### config.mk
export PLATFORM = sky130hd
export DESIGN_NAME = flash_cmd_if
export DESIGN_NICKNAME = d
export VERILOG_FILES = /design/src/rtl/flash_cmd_pkg.sv /design/src/rtl/flash_array.sv /design/src/rtl/flash_write_engine.sv /design/src/rtl/flash_cmd_decoder.sv /design/src/rtl/flash_cmd_if.sv
export SDC_FILE = /design/constraint.sdc
export NUM_CORES = 1
export LEC_CHECK = 0
export BUFFER_PORTS_ARGS = -buffer_cell sky130_fd_sc_hd__buf_4
export CELL_PAD_IN_SITES_DETAIL_PLACEMENT = 1
export CELL_PAD_IN_SITES_GLOBAL_PLACEMENT = 1
export CORE_MARGIN = 10
export CORE_UTILIZATION = 54
export DETAILED_ROUTE_END_ITERATION = 8
export PLACE_DENSITY_LB_ADDON = 0.1
export RECOVER_POWER = 100
export REMOVE_ABC_BUFFERS = 1
export SYNTH_ARGS = -nofsm -noshare
export SYNTH_HDL_FRONTEND = slang
export SYNTH_HIERARCHICAL = 1
export SYNTH_SLANG_ARGS = --single-unit
### constraint.sdc
create_clock -name clk -period 3.83 [get_ports clk]
set_input_delay 0.383 -clock clk [delete_from_list [all_inputs] [get_ports clk]]
set_output_delay 0.383 -clock clk [all_outputs]
set_load 0.05 [all_outputs]
### src/rtl/flash_cmd_pkg.sv
package flash_cmd_pkg;

    typedef enum logic [1:0] {
        MODE_ARRAY  = 2'd0,
        MODE_STATUS = 2'd1,
        MODE_IDENT  = 2'd2
    } rd_mode_e;

    typedef enum logic [1:0] {
        SEQ_IDLE  = 2'd0,
        SEQ_PROG  = 2'd1,
        SEQ_ERASE = 2'd2
    } seq_e;

    typedef enum logic {
        OP_PROG  = 1'b0,
        OP_ERASE = 1'b1
    } op_e;

    typedef struct packed {
        logic erase_err;
        logic prog_err;
        logic lock_err;
    } err_flags_t;

    localparam logic [7:0] CMD_ARRAY    = 8'hFF;
    localparam logic [7:0] CMD_STATUS   = 8'h70;
    localparam logic [7:0] CMD_CLEAR    = 8'h50;
    localparam logic [7:0] CMD_IDENT    = 8'h90;
    localparam logic [7:0] CMD_PROGRAM  = 8'h40;
    localparam logic [7:0] CMD_ERASE    = 8'h20;
    localparam logic [7:0] CMD_CONFIRM  = 8'hD0;

    function automatic logic [7:0] pack_status(input logic ready, input err_flags_t f);
        return {ready, 1'b0, f.erase_err, f.prog_err, f.lock_err, 3'b000};
    endfunction

endpackage

### src/rtl/flash_array.sv
module flash_array #(
    parameter int AW  = 6,
    parameter int DW  = 8,
    parameter int BAW = 4
) (
    input  logic               clk,
    input  logic               rst,
    input  logic               wr_en,
    input  logic [AW-1:0]      waddr,
    input  logic [DW-1:0]      wdata,
    input  logic               ers_en,
    input  logic [AW-BAW-1:0]  ers_blk,
    input  logic [AW-1:0]      raddr,
    output logic [DW-1:0]      rdata,
    output logic [DW-1:0]      old_word
);
    localparam int DEPTH = 1 << AW;

    logic [DW-1:0] mem [DEPTH];

    always_ff @(posedge clk) begin
        for (int i = 0; i < DEPTH; i++) begin
            if (rst) begin
                mem[i] <= '1;
            end else if (ers_en && ((AW-BAW)'(i >> BAW) == ers_blk)) begin
                mem[i] <= '1;
            end else if (wr_en && (waddr == AW'(i))) begin
                mem[i] <= wdata;
            end
        end
    end

    assign rdata    = mem[raddr];
    assign old_word = mem[waddr];

    AST_PROG_CLEARS_ONLY: assert property (@(posedge clk) disable iff (rst)
        wr_en |=> ((mem[$past(waddr)] & ~$past(old_word)) == '0));

    AST_ERASE_SETS_BLOCK: assert property (@(posedge clk) disable iff (rst)
        ers_en |=> (mem[{$past(ers_blk), BAW'(0)}] == '1));

endmodule

### src/rtl/flash_write_engine.sv
module flash_write_engine
    import flash_cmd_pkg::*;
#(
    parameter int AW        = 6,
    parameter int DW        = 8,
    parameter int BAW       = 4,
    parameter int PROG_CYC  = 4,
    parameter int ERASE_CYC = 20
) (
    input  logic               clk,
    input  logic               rst,
    input  logic               start,
    input  op_e                start_op,
    input  logic [AW-1:0]      start_addr,
    input  logic [DW-1:0]      start_data,
    input  logic [DW-1:0]      old_word,
    output logic               busy,
    output logic               fin_fail,
    output logic               arr_wr,
    output logic [AW-1:0]      arr_addr,
    output logic [DW-1:0]      arr_wdata,
    output logic               arr_ers,
    output logic [AW-BAW-1:0]  arr_blk
);
    localparam int MAXC = (ERASE_CYC > PROG_CYC) ? ERASE_CYC : PROG_CYC;
    localparam int CW   = $clog2(MAXC + 1);

    logic [CW-1:0] cnt;
    op_e           op_q;
    logic [AW-1:0] addr_q;
    logic [DW-1:0] data_q;
    logic          finish;

    always_ff @(posedge clk) begin
        if (rst) begin
            busy   <= 1'b0;
            cnt    <= '0;
            op_q   <= OP_PROG;
            addr_q <= '0;
            data_q <= '0;
        end else if (start && !busy) begin
            busy   <= 1'b1;
            cnt    <= (start_op == OP_PROG) ? CW'(PROG_CYC - 1) : CW'(ERASE_CYC - 1);
            op_q   <= start_op;
            addr_q <= start_addr;
            data_q <= start_data;
        end else if (busy) begin
            if (cnt == '0) busy <= 1'b0;
            else           cnt  <= cnt - 1'b1;
        end
    end

    assign finish    = busy && (cnt == '0);
    assign arr_addr  = addr_q;
    assign arr_wdata = old_word & data_q;
    assign arr_wr    = finish && (op_q == OP_PROG);
    assign arr_ers   = finish && (op_q == OP_ERASE);
    assign arr_blk   = addr_q[AW-1:BAW];
    assign fin_fail  = arr_wr && (arr_wdata != data_q);

    AST_START_WHEN_IDLE: assert property (@(posedge clk) disable iff (rst)
        start |-> !busy);

    AST_START_RAISES_BUSY: assert property (@(posedge clk) disable iff (rst)
        start |=> busy);

endmodule

### src/rtl/flash_cmd_decoder.sv
module flash_cmd_decoder
    import flash_cmd_pkg::*;
#(
    parameter int AW = 6,
    parameter int DW = 8
) (
    input  logic           clk,
    input  logic           rst,
    input  logic           ce_n,
    input  logic           we_n,
    input  logic [AW-1:0]  addr,
    input  logic [DW-1:0]  wdata,
    input  logic           vpp_ok,
    input  logic           busy,
    input  logic           fin_fail,
    output rd_mode_e       mode,
    output logic [7:0]     status,
    output logic           start,
    output op_e            start_op,
    output logic [AW-1:0]  start_addr,
    output logic [DW-1:0]  start_data
);
    logic       we_q;
    logic       evt;
    logic [7:0] cmd;
    rd_mode_e   mode_q, mode_n;
    seq_e       seq_q, seq_n;
    err_flags_t err_q, err_n;

    assign evt = we_n && !we_q && !ce_n;
    assign cmd = wdata[7:0];

    always_ff @(posedge clk) begin
        if (rst) begin
            we_q   <= 1'b1;
            mode_q <= MODE_ARRAY;
            seq_q  <= SEQ_IDLE;
            err_q  <= '0;
        end else begin
            we_q   <= we_n;
            mode_q <= mode_n;
            seq_q  <= seq_n;
            err_q  <= err_n;
        end
    end

    always_comb begin
        mode_n   = mode_q;
        seq_n    = seq_q;
        err_n    = err_q;
        start    = 1'b0;
        start_op = OP_PROG;
        if (fin_fail) err_n.prog_err = 1'b1;
        if (evt) begin
            if (busy) begin
                if (cmd == CMD_STATUS) mode_n = MODE_STATUS;
            end else begin
                unique case (seq_q)
                    SEQ_PROG: begin
                        start  = 1'b1;
                        mode_n = MODE_STATUS;
                        seq_n  = SEQ_IDLE;
                    end
                    SEQ_ERASE: begin
                        if (cmd == CMD_CONFIRM) begin
                            start    = 1'b1;
                            start_op = OP_ERASE;
                        end else begin
                            err_n.erase_err = 1'b1;
                            err_n.prog_err  = 1'b1;
                        end
                        mode_n = MODE_STATUS;
                        seq_n  = SEQ_IDLE;
                    end
                    default: begin
                        case (cmd)
                            CMD_ARRAY:  mode_n = MODE_ARRAY;
                            CMD_STATUS: mode_n = MODE_STATUS;
                            CMD_IDENT:  mode_n = MODE_IDENT;
                            CMD_CLEAR:  err_n  = '0;
                            CMD_PROGRAM, CMD_ERASE: begin
                                mode_n = MODE_STATUS;
                                if (vpp_ok) seq_n = (cmd == CMD_PROGRAM) ? SEQ_PROG : SEQ_ERASE;
                                else        err_n.lock_err = 1'b1;
                            end
                            default: ;
                        endcase
                    end
                endcase
            end
        end
    end

    assign mode       = mode_q;
    assign status     = pack_status(!busy, err_q);
    assign start_addr = addr;
    assign start_data = wdata;

    AST_LOCK_GATES_SETUP: assert property (@(posedge clk) disable iff (rst)
        (seq_q != SEQ_IDLE && $past(seq_q) == SEQ_IDLE) |-> $past(vpp_ok));

    AST_START_TO_STATUS: assert property (@(posedge clk) disable iff (rst)
        start |=> (mode_q == MODE_STATUS));

    AST_BUSY_HOLDS_SEQ: assert property (@(posedge clk) disable iff (rst)
        (busy && evt) |=> (seq_q == $past(seq_q)));

    AST_ERR_STICKY: assert property (@(posedge clk) disable iff (rst)
        (err_q.prog_err && !(evt && !busy && seq_q == SEQ_IDLE && cmd == CMD_CLEAR))
        |=> err_q.prog_err);

endmodule

### src/rtl/flash_cmd_if.sv
module flash_cmd_if
    import flash_cmd_pkg::*;
#(
    parameter int          AW        = 6,
    parameter int          DW        = 8,
    parameter int          BAW       = 4,
    parameter int          PROG_CYC  = 4,
    parameter int          ERASE_CYC = 20,
    parameter logic [7:0]  MFR_CODE  = 8'hA5,
    parameter logic [7:0]  DEV_CODE  = 8'h3C
) (
    input  logic           clk,
    input  logic           rst,
    input  logic           ce_n,
    input  logic           oe_n,
    input  logic           we_n,
    input  logic           vpp_ok,
    input  logic [AW-1:0]  addr,
    input  logic [DW-1:0]  wdata,
    output logic [DW-1:0]  data_o,
    output logic           data_oe
);
    rd_mode_e          mode;
    logic [7:0]        status;
    logic              start;
    op_e               start_op;
    logic [AW-1:0]     start_addr;
    logic [DW-1:0]     start_data;
    logic              busy, fin_fail;
    logic              arr_wr, arr_ers;
    logic [AW-1:0]     arr_addr;
    logic [DW-1:0]     arr_wdata, arr_rdata, old_word;
    logic [AW-BAW-1:0] arr_blk;
    logic [DW-1:0]     rd_val;

    flash_cmd_decoder #(.AW(AW), .DW(DW)) u_dec (
        .clk(clk), .rst(rst), .ce_n(ce_n), .we_n(we_n), .addr(addr),
        .wdata(wdata), .vpp_ok(vpp_ok), .busy(busy), .fin_fail(fin_fail),
        .mode(mode), .status(status), .start(start), .start_op(start_op),
        .start_addr(start_addr), .start_data(start_data)
    );

    flash_write_engine #(.AW(AW), .DW(DW), .BAW(BAW),
                         .PROG_CYC(PROG_CYC), .ERASE_CYC(ERASE_CYC)) u_eng (
        .clk(clk), .rst(rst), .start(start), .start_op(start_op),
        .start_addr(start_addr), .start_data(start_data), .old_word(old_word),
        .busy(busy), .fin_fail(fin_fail), .arr_wr(arr_wr), .arr_addr(arr_addr),
        .arr_wdata(arr_wdata), .arr_ers(arr_ers), .arr_blk(arr_blk)
    );

    flash_array #(.AW(AW), .DW(DW), .BAW(BAW)) u_arr (
        .clk(clk), .rst(rst), .wr_en(arr_wr), .waddr(arr_addr),
        .wdata(arr_wdata), .ers_en(arr_ers), .ers_blk(arr_blk),
        .raddr(addr), .rdata(arr_rdata), .old_word(old_word)
    );

    always_comb begin
        unique case (mode)
            MODE_STATUS: rd_val = DW'(status);
            MODE_IDENT: begin
                if (addr == AW'(0))      rd_val = DW'(MFR_CODE);
                else if (addr == AW'(1)) rd_val = DW'(DEV_CODE);
                else                     rd_val = '0;
            end
            default:     rd_val = arr_rdata;
        endcase
    end

    assign data_oe = !rst && we_n && !ce_n && !oe_n;
    assign data_o  = data_oe ? rd_val : '0;

    AST_STATUS_READY_TRACKS: assert property (@(posedge clk) disable iff (rst)
        (data_oe && mode == MODE_STATUS) |-> (data_o[7] == !busy));

endmodule

==> out/summary.txt, run 1 <==
post-synth top area share = 0.519
most used cell, CP = buf_4
Post-Syn Area = 0.0296 sq mm
routing usage on met2 = 0.509
maxcap violations = 0
dpl hpwl = 69.0 mm
synth top area cells = edfxtp_1, mux4_2, or3_1
M1 GR Usage = 0.437
Die W = 254 um
synth warn = 6
detailed-route DRC error count = 0
total gr overflow = 0
Die Height = 254 um
pre-CTS setup slack = 0.00892 ns
Worst-Margin Slew = 1.02 ns
M3 GR Usage = 0.0665
Starting Density = 0.548
HP Class = input pin to register
Switching Share = 0.220
Clk Latency, worst-skew pair = 0.64 ns
# diodes = 0
Final Skew = 0.0215 ns
largest family of logic cells by synthesized area = multiplexers
largest net degree at the start of global routing = 129
GP Congestion = 0.957
Worst path depth = 9
number of global-route vias before repair = 21841
Clock transition at path regs = 0.06 ns
post-synthesis async set-or-reset flop share = 0
worst vdd ir = 0.000410 V
Clock power frac = 0.454
CP arrival = 4.17 ns
synth unique cells = 67
Internal = 9.98 mW
Yosys top cell by area = edfxtp_1
Synth Register Bits = 541
power per cell area = 389 mW/mm^2
depth of the worst hold-timing path = 3
WL/cell = 35.4 um
post-synthesis mux area share = 0.202
Seq pwr share = 0.503
CTS tree = built
Slowest cell on crit path = dfxtp_4
crit-path cells = buf_8 > buf_4 > mux4_2 > a22oi_1 > a21oi_1 > or4_1 > and2_0 > buf_4 > or3_1
# IOs = 29
CP Capture Type = register
nets@finish = 2205
min Tclk post-route = 3.80 ns
WP data required = 4.20 ns
fin crit share = 0.991
row count = 85
simple-gate share of the synthesized area = 0.146
setup_tns = 0 ns
Via-to-Cell Ratio = 7.37
I/O Buffers = 28
All-Layer GR Usage = 0.321
drt initial violations = 3123
Pleak = 8.00 nW
first-pass GRT wire length = 152 mm
Final Max Slew Viols = 0
main flop type after synthesis = edfxtp_1
final hold vios = 0
CTS root buf = clkbuf_16
EDFF count, synth = 512
Compound-Gate Fraction of Synth Area = 0.0624
Syn Area/Cell = 13.8 sq um
Fill cells = 5044
busiest grt layer = met2
XOR/XNOR Fraction of Synth Area = 0.000591
antenna violations before repair = 3
# setup viols final = 0
Max Buffers Root-to-Sink = 3
Power Total = 12.8 mW
CP Class = register to register
Max-slew headroom = 0.322
share of post-route cells with drive strength above 1 = 0.252
switching pwr = 2.82 mW
H-tree levels = 2
DR vias = 21506
core area = 0.0540 sq mm
status = complete, no violations
Critical Path Start Type = register
r2r worst-path depth = 9
cell count after synthesis = 2146
worst setup margin = 0.0343 ns
Area growth syn-to-layout = 11.3%
hold_ws = 0.0509 ns
post-route ant nets = 0
RSZ-0062 raised after global routing = false
CTS buffer count = 59
critical path peak fanout = 36
Sink Count = 541
Buf+Inv Stages, Crit Path = 3
commonest cells after routing, fill and taps aside = or3_1, edfxtp_1, mux4_2, buf_4, o21ai_0
Die Footprint = 0.0646 sq mm
combinational cell fraction of total power = 0.043
sequential share of the synthesized area = 0.539
adder-cell share of the synthesized area = 0.00211
Final Core Density = 0.610
total iterations of the first detailed-routing run = 5
critical path's top delay family = simple AND/OR/NAND/NOR gates
Post-Route WL = 103 mm
top achievable clock speed = 0.263 GHz
CP peak stage delay = 0.61 ns
-- cells by family after synthesis --
family                     count (synthesis)
muxes                                    278
xor gates and xnor gates                   2
buffers and inverters                    313
adders and majority gates                  5
and+or+nand+nor                          717
DFF                                      541
other                                      1
AOI/OAI and AO/OA                        289
-- per-layer routing --
layer | vias to the layer above | part of all wire
met5 | - | 0.00022
met3 | 225 | 0.11
met2 | 1336 | 0.47
met1 | 11246 | 0.38
met4 | 4 | 0.037
li1 | 8695 | -
-- sequential cells by signal, summed over array words and instances (netlist names) --
signal	flops
u_dec/we_q	1
u_arr/mem	512
u_dec/status	3
u_eng/arr_addr	6
u_dec/seq_q	2
u_eng/data_q	8
u_eng/op_q	1
u_eng/busy	1
u_eng/cnt	5
u_dec/mode	2
-- final timing paths --
check	start	end	slack [ns]
setup / recovery	u_eng/arr_addr[1]	u_arr/mem[58][7]	0.03
hold / removal	wdata[1]	u_eng/data_q[1]	0.05
setup reg to reg	u_eng/arr_addr[1]	u_arr/mem[58][7]	0.03
hold reg to reg	u_eng/data_q[4]	u_eng/data_q[4]	0.51
-- through the flow --
stage | cell area, sq um | instances
5_1_grt | 33000 | 2919
3_5_place_dp | 31500 | 2810
4_1_cts | 33400 | 2915
6_report | 33000 | 2919
3_3_place_gp | 31500 | 2810
2_1_floorplan | 28300 | 1855
-- worst register-to-register path, delay by kind of cell (launching register included) --
kind / cells / cell delay, ns
compound gates: 2 / 0.42
buf+inv: 3 / 0.91
flops: 1 / 0.61
mux: 1 / 0.34
simple gates: 3 / 1.28
-- power by group through the flow --
stage | Combinational [mW] | Clock (mW) | Sequential (mW)
global placement | 0.563 | 0 | 6.57
detailed placement | 0.578 | 0 | 6.57
finish | 0.545 | 5.82 | 6.44
global route | 0.574 | 6.08 | 6.44
CTS | 0.581 | 5.85 | 6.44
floorplan | 0.210 | 0 | 6.57
-- synthesized netlist by cell type (all sizes together), types with 4 or more instances --
cell type and instances:
edfxtp 512, nor2b 20, inv 18, a221oi 6, nor2 26, mux4 256
dfxtp 29, nand2b 12, nor3 4, a21oi 65, clkbuf 206, o22ai 18
ha 5, a211oi 5, nand3 18, nand4 5, a32o 5, nand2 65
o221ai 10, a31oi 10, nand3b 4, mux2i 21, buf 88, nor4 9
or4 10, a22oi 75, and2 13, o21ai 78, or3 512
-- timing repair --
action	4_1_cts	5_1_grt
hold buffers	1	0
setup buffers	0	4
gates resized for setup	0	1
endpoints found under the hold margin	1	0
endpoints found under the setup margin	0	112
-- final cells by class --
type / instances / area (sq um) / area share
Sequential cell: 541 / 16000 / 0.484
Multi-Input combinational cell: 1295 / 12300 / 0.373
Timing Repair Buffer: 264 / 1840 / 0.0558
Clock buffer: 68 / 1530 / 0.0465
Tap cell: 696 / 871 / 0.0264
Clock inverter: 36 / 393 / 0.0119
Inverter: 19 / 76.3 / 0.00232
(Power assumes the default switching activity.)
==> inputs of run 2 (changes only) <==
==> constraint.sdc (replaced) <==
create_clock -name clk -period 3.83 [get_ports clk]
set_input_delay 0.5745 -clock clk [delete_from_list [all_inputs] [get_ports clk]]
set_output_delay 0.5745 -clock clk [all_outputs]
set_load 0.05 [all_outputs]
==> run 2 against run 1 <==
The flow now finishes with violations (negative setup slack). Cell area about the same. Die area stayed put. Sequential share of layout area about the same. Sequential cell count is the same. Clock skew up 0.0062 ns. Utilization about the same. Via count fell by 0.46%. Sequential power is essentially flat. Clock power fell by 8.2%. Fmax is 2.1% lower. Largest power group unchanged. Hold slack improved by 0.084 ns. Critical path depth fell by 2.
==> out/summary.txt, run 2 (synthesized netlist as in run 1, its figures left out) <==
Final Skew = 0.0278 ns (+0.00621 ns)
worst vdd ir = 0.000334 V (-19%)
Slowest cell on crit path = dfxtp_4
Starting Density = 0.548 (unchanged)
CTS tree = built
CTS buffer count = 58 (-1.7%)
Final Max Slew Viols = 0 (unchanged)
post-route ant nets = 0 (unchanged)
power per cell area = 374 mW/mm^2 (-3.7%)
most used cell, CP = clkbuf_2
core area = 0.0540 sq mm (unchanged)
RR Endpoint = u_arr/mem[39][3]
cell total after placement = 2804 (-0.21%)
I/O Buffers = 28 (unchanged)
Die W = 254 um (unchanged)
setup_tns = -0.373 ns (-0.373 ns)
final hold vios = 0 (unchanged)
setup bufs post-CTS = 0 (unchanged)
nets@finish = 2193 (-0.54%)
Worst-Margin Slew = 1.10 ns (+0.0788 ns)
pre-CTS setup slack = -0.0671 ns (-0.0760 ns)
Final Core Density = 0.610 (about the same)
number of global-route vias before repair = 21658 (-0.84%)
max reg flops = 512 (unchanged)
Power Total = 12.3 mW (-3.7%)
RSZ-0062 raised after global routing = false
Post-Route WL = 103 mm (about the same)
fin crit share = 1.01 (+0.0214)
Sink Count = 541 (unchanged)
hold path endpoint = u_dec/we_q
drt initial violations = 3125 (+0.064%)
Max Buffers Root-to-Sink = 3 (unchanged)
dpl hpwl = 70.7 mm (+2.5%)
CP Capture Type = register
HP Class = input pin to register
total iterations of the first detailed-routing run = 6 (+1)
share of post-route cells with drive strength above 1 = 0.256 (+0.00419)
Clock transition at path regs = 0.06 ns (about the same)
hold_buf cts = 0 (-1)
Critical Path Start Type = register
Final Non-Filler Cells = 2911 (-0.27%)
status = complete, but fails checks
critical path peak fanout = 23 (-36%)
WP data required = 4.15 ns (-0.05 ns)
Via-to-Cell Ratio = 7.35 (-0.18%)
Die Footprint = 0.0646 sq mm (unchanged)
depth of the worst hold-timing path = 2 (-1)
# IOs = 29 (unchanged)
worst setup margin = -0.0475 ns (-0.0818 ns)
DR vias = 21408 (-0.46%)
failing checks = negative setup slack
r2r worst-path depth = 7 (-2)
CP peak stage delay = 0.67 ns (+0.06 ns)
min Tclk post-route = 3.88 ns (+0.0818 ns)
commonest cells after routing, fill and taps aside = or3_1, edfxtp_1, mux4_2, buf_4, o21ai_0
register bank with the most flops = u_arr/mem
Max-slew headroom = 0.268 (-0.0543)
crit-path cells = buf_12 > clkbuf_1 > nor2b_1 > nand3_1 > clkbuf_2 > o21ai_0 > clkbuf_2
antenna violations before repair = 9 (+6)
Buf+Inv Stages, Crit Path = 4 (+1)
WL/cell = 35.5 um (+0.37%)
CP Class = register to register
Clk Latency, worst-skew pair = 0.65 ns (about the same)
total gr overflow = 0 (unchanged)
worst hold start = we_n
Worst R2R Start = u_eng/arr_addr[1]
Die Height = 254 um (unchanged)
GP Congestion = 0.973 (+1.6%)
detailed-route DRC error count = 0 (unchanged)
H-tree levels = 2 (unchanged)
# setup viols final = 8 (+8)
row count = 85 (unchanged)
top achievable clock speed = 0.258 GHz (-2.1%)
CTS root buf = clkbuf_16
largest net degree at the start of global routing = 145 (+12%)
Pleak = 8.00 nW (about the same)
Area growth syn-to-layout = 11.3% (about the same)
critical path's top delay family = buffers and inverters
R2R setup slack = -0.05 ns (-0.08 ns)
CP arrival = 4.20 ns (+0.03 ns)
first-pass GRT wire length = 151 mm (about the same)
All-Layer GR Usage = 0.322 (+0.00155)
maxcap violations = 0 (unchanged)
==> run 2: cell count changes in the layout (fill, tap and decap cells not counted), moves of 3 or more <==
cell,before,now
buf_8,3,0
buf_12,12,25
buf_6,7,10
clkinv_1,15,12
and2_0,7,4
buf_2,6,2
bufinv_16,8,2
clkinv_2,6,10
clkbuf_1,77,70
==> run 2: layer usage <==
metal	routed length, um	GRT usage	vias up
met2	49100	0.511	1290
met4	4380	0.125	12
met5	85	0	-
li1	-	-	8675
met3	11400	0.0772	260
met1	38500	0.427	11171
==> run 2: worst max-delay path by stage <==
stage,startpoint,to,slack (ns),depth (start not counted)
4_1_cts,u_arr/mem[26][7],data_o[7],0.01,10
2_1_floorplan,u_eng/arr_addr[0],u_arr/mem[15][0],-5.32,2
5_1_grt,u_eng/arr_addr[0],u_arr/mem[25][1],0.007,9
3_3_place_gp,addr[0],data_o[0],-0.08,9
6_report,u_eng/arr_addr[1],u_arr/mem[39][3],-0.05,7
3_5_place_dp,addr[0],data_o[0],-0.07,9
==> run 2: layout make-up <==
| class | instances | area [sq um] |
|---|---|---|
| Sequential cell | 541 | 16000 |
| Multi-Input combinational cell | 1295 | 12300 |
| Timing Repair Buffer | 253 | 1980 |
| Tap cell | 696 | 871 |
| Inverter | 19 | 76.3 |
| Clock inverter | 29 | 195 |
| Fill cell | 5048 | 21100 |
| Clock buffer | 77 | 1540 |
| Antenna cell | 1 | 2.50 |
==> run 2: what timing repair did <==
| action | in CTS | in global routing |
|---|---|---|
| pin swaps | 0 | 3 |
| endpoints found under the setup margin | 2 | 3 |
| gates cloned | 0 | 0 |
| gates resized for setup | 3 | 6 |
==> run 2: per-stage QoR <==
step / cell area (sq um) / hold WS (ns)
after global placement: 31600 / 0.460
after floorplan: 28300 / 0.434
after global routing: 33000 / 0.137
after CTS: 33300 / 0.141
final: 33000 / 0.135
after detailed placement: 31600 / 0.470
==> run 2: worst register-to-register path: stages (launching register included) <==
cell and delay, ns:
dfxtp_4 0.67, buf_12 0.27, clkbuf_1 0.35, nor2b_1 0.34, nand3_1 0.67, clkbuf_2 0.64, o21ai_0 0.32, clkbuf_2 0.30
==> run 2: where the power goes <==
part / leakage [nW] / switching [mW] / internal, mW
sequential: 3.70 / 0.000505 / 6.44
clock: 0.844 / 2.39 / 2.95
combinational: 3.45 / 0.383 / 0.173
total: 8.00 / 2.77 / 9.56
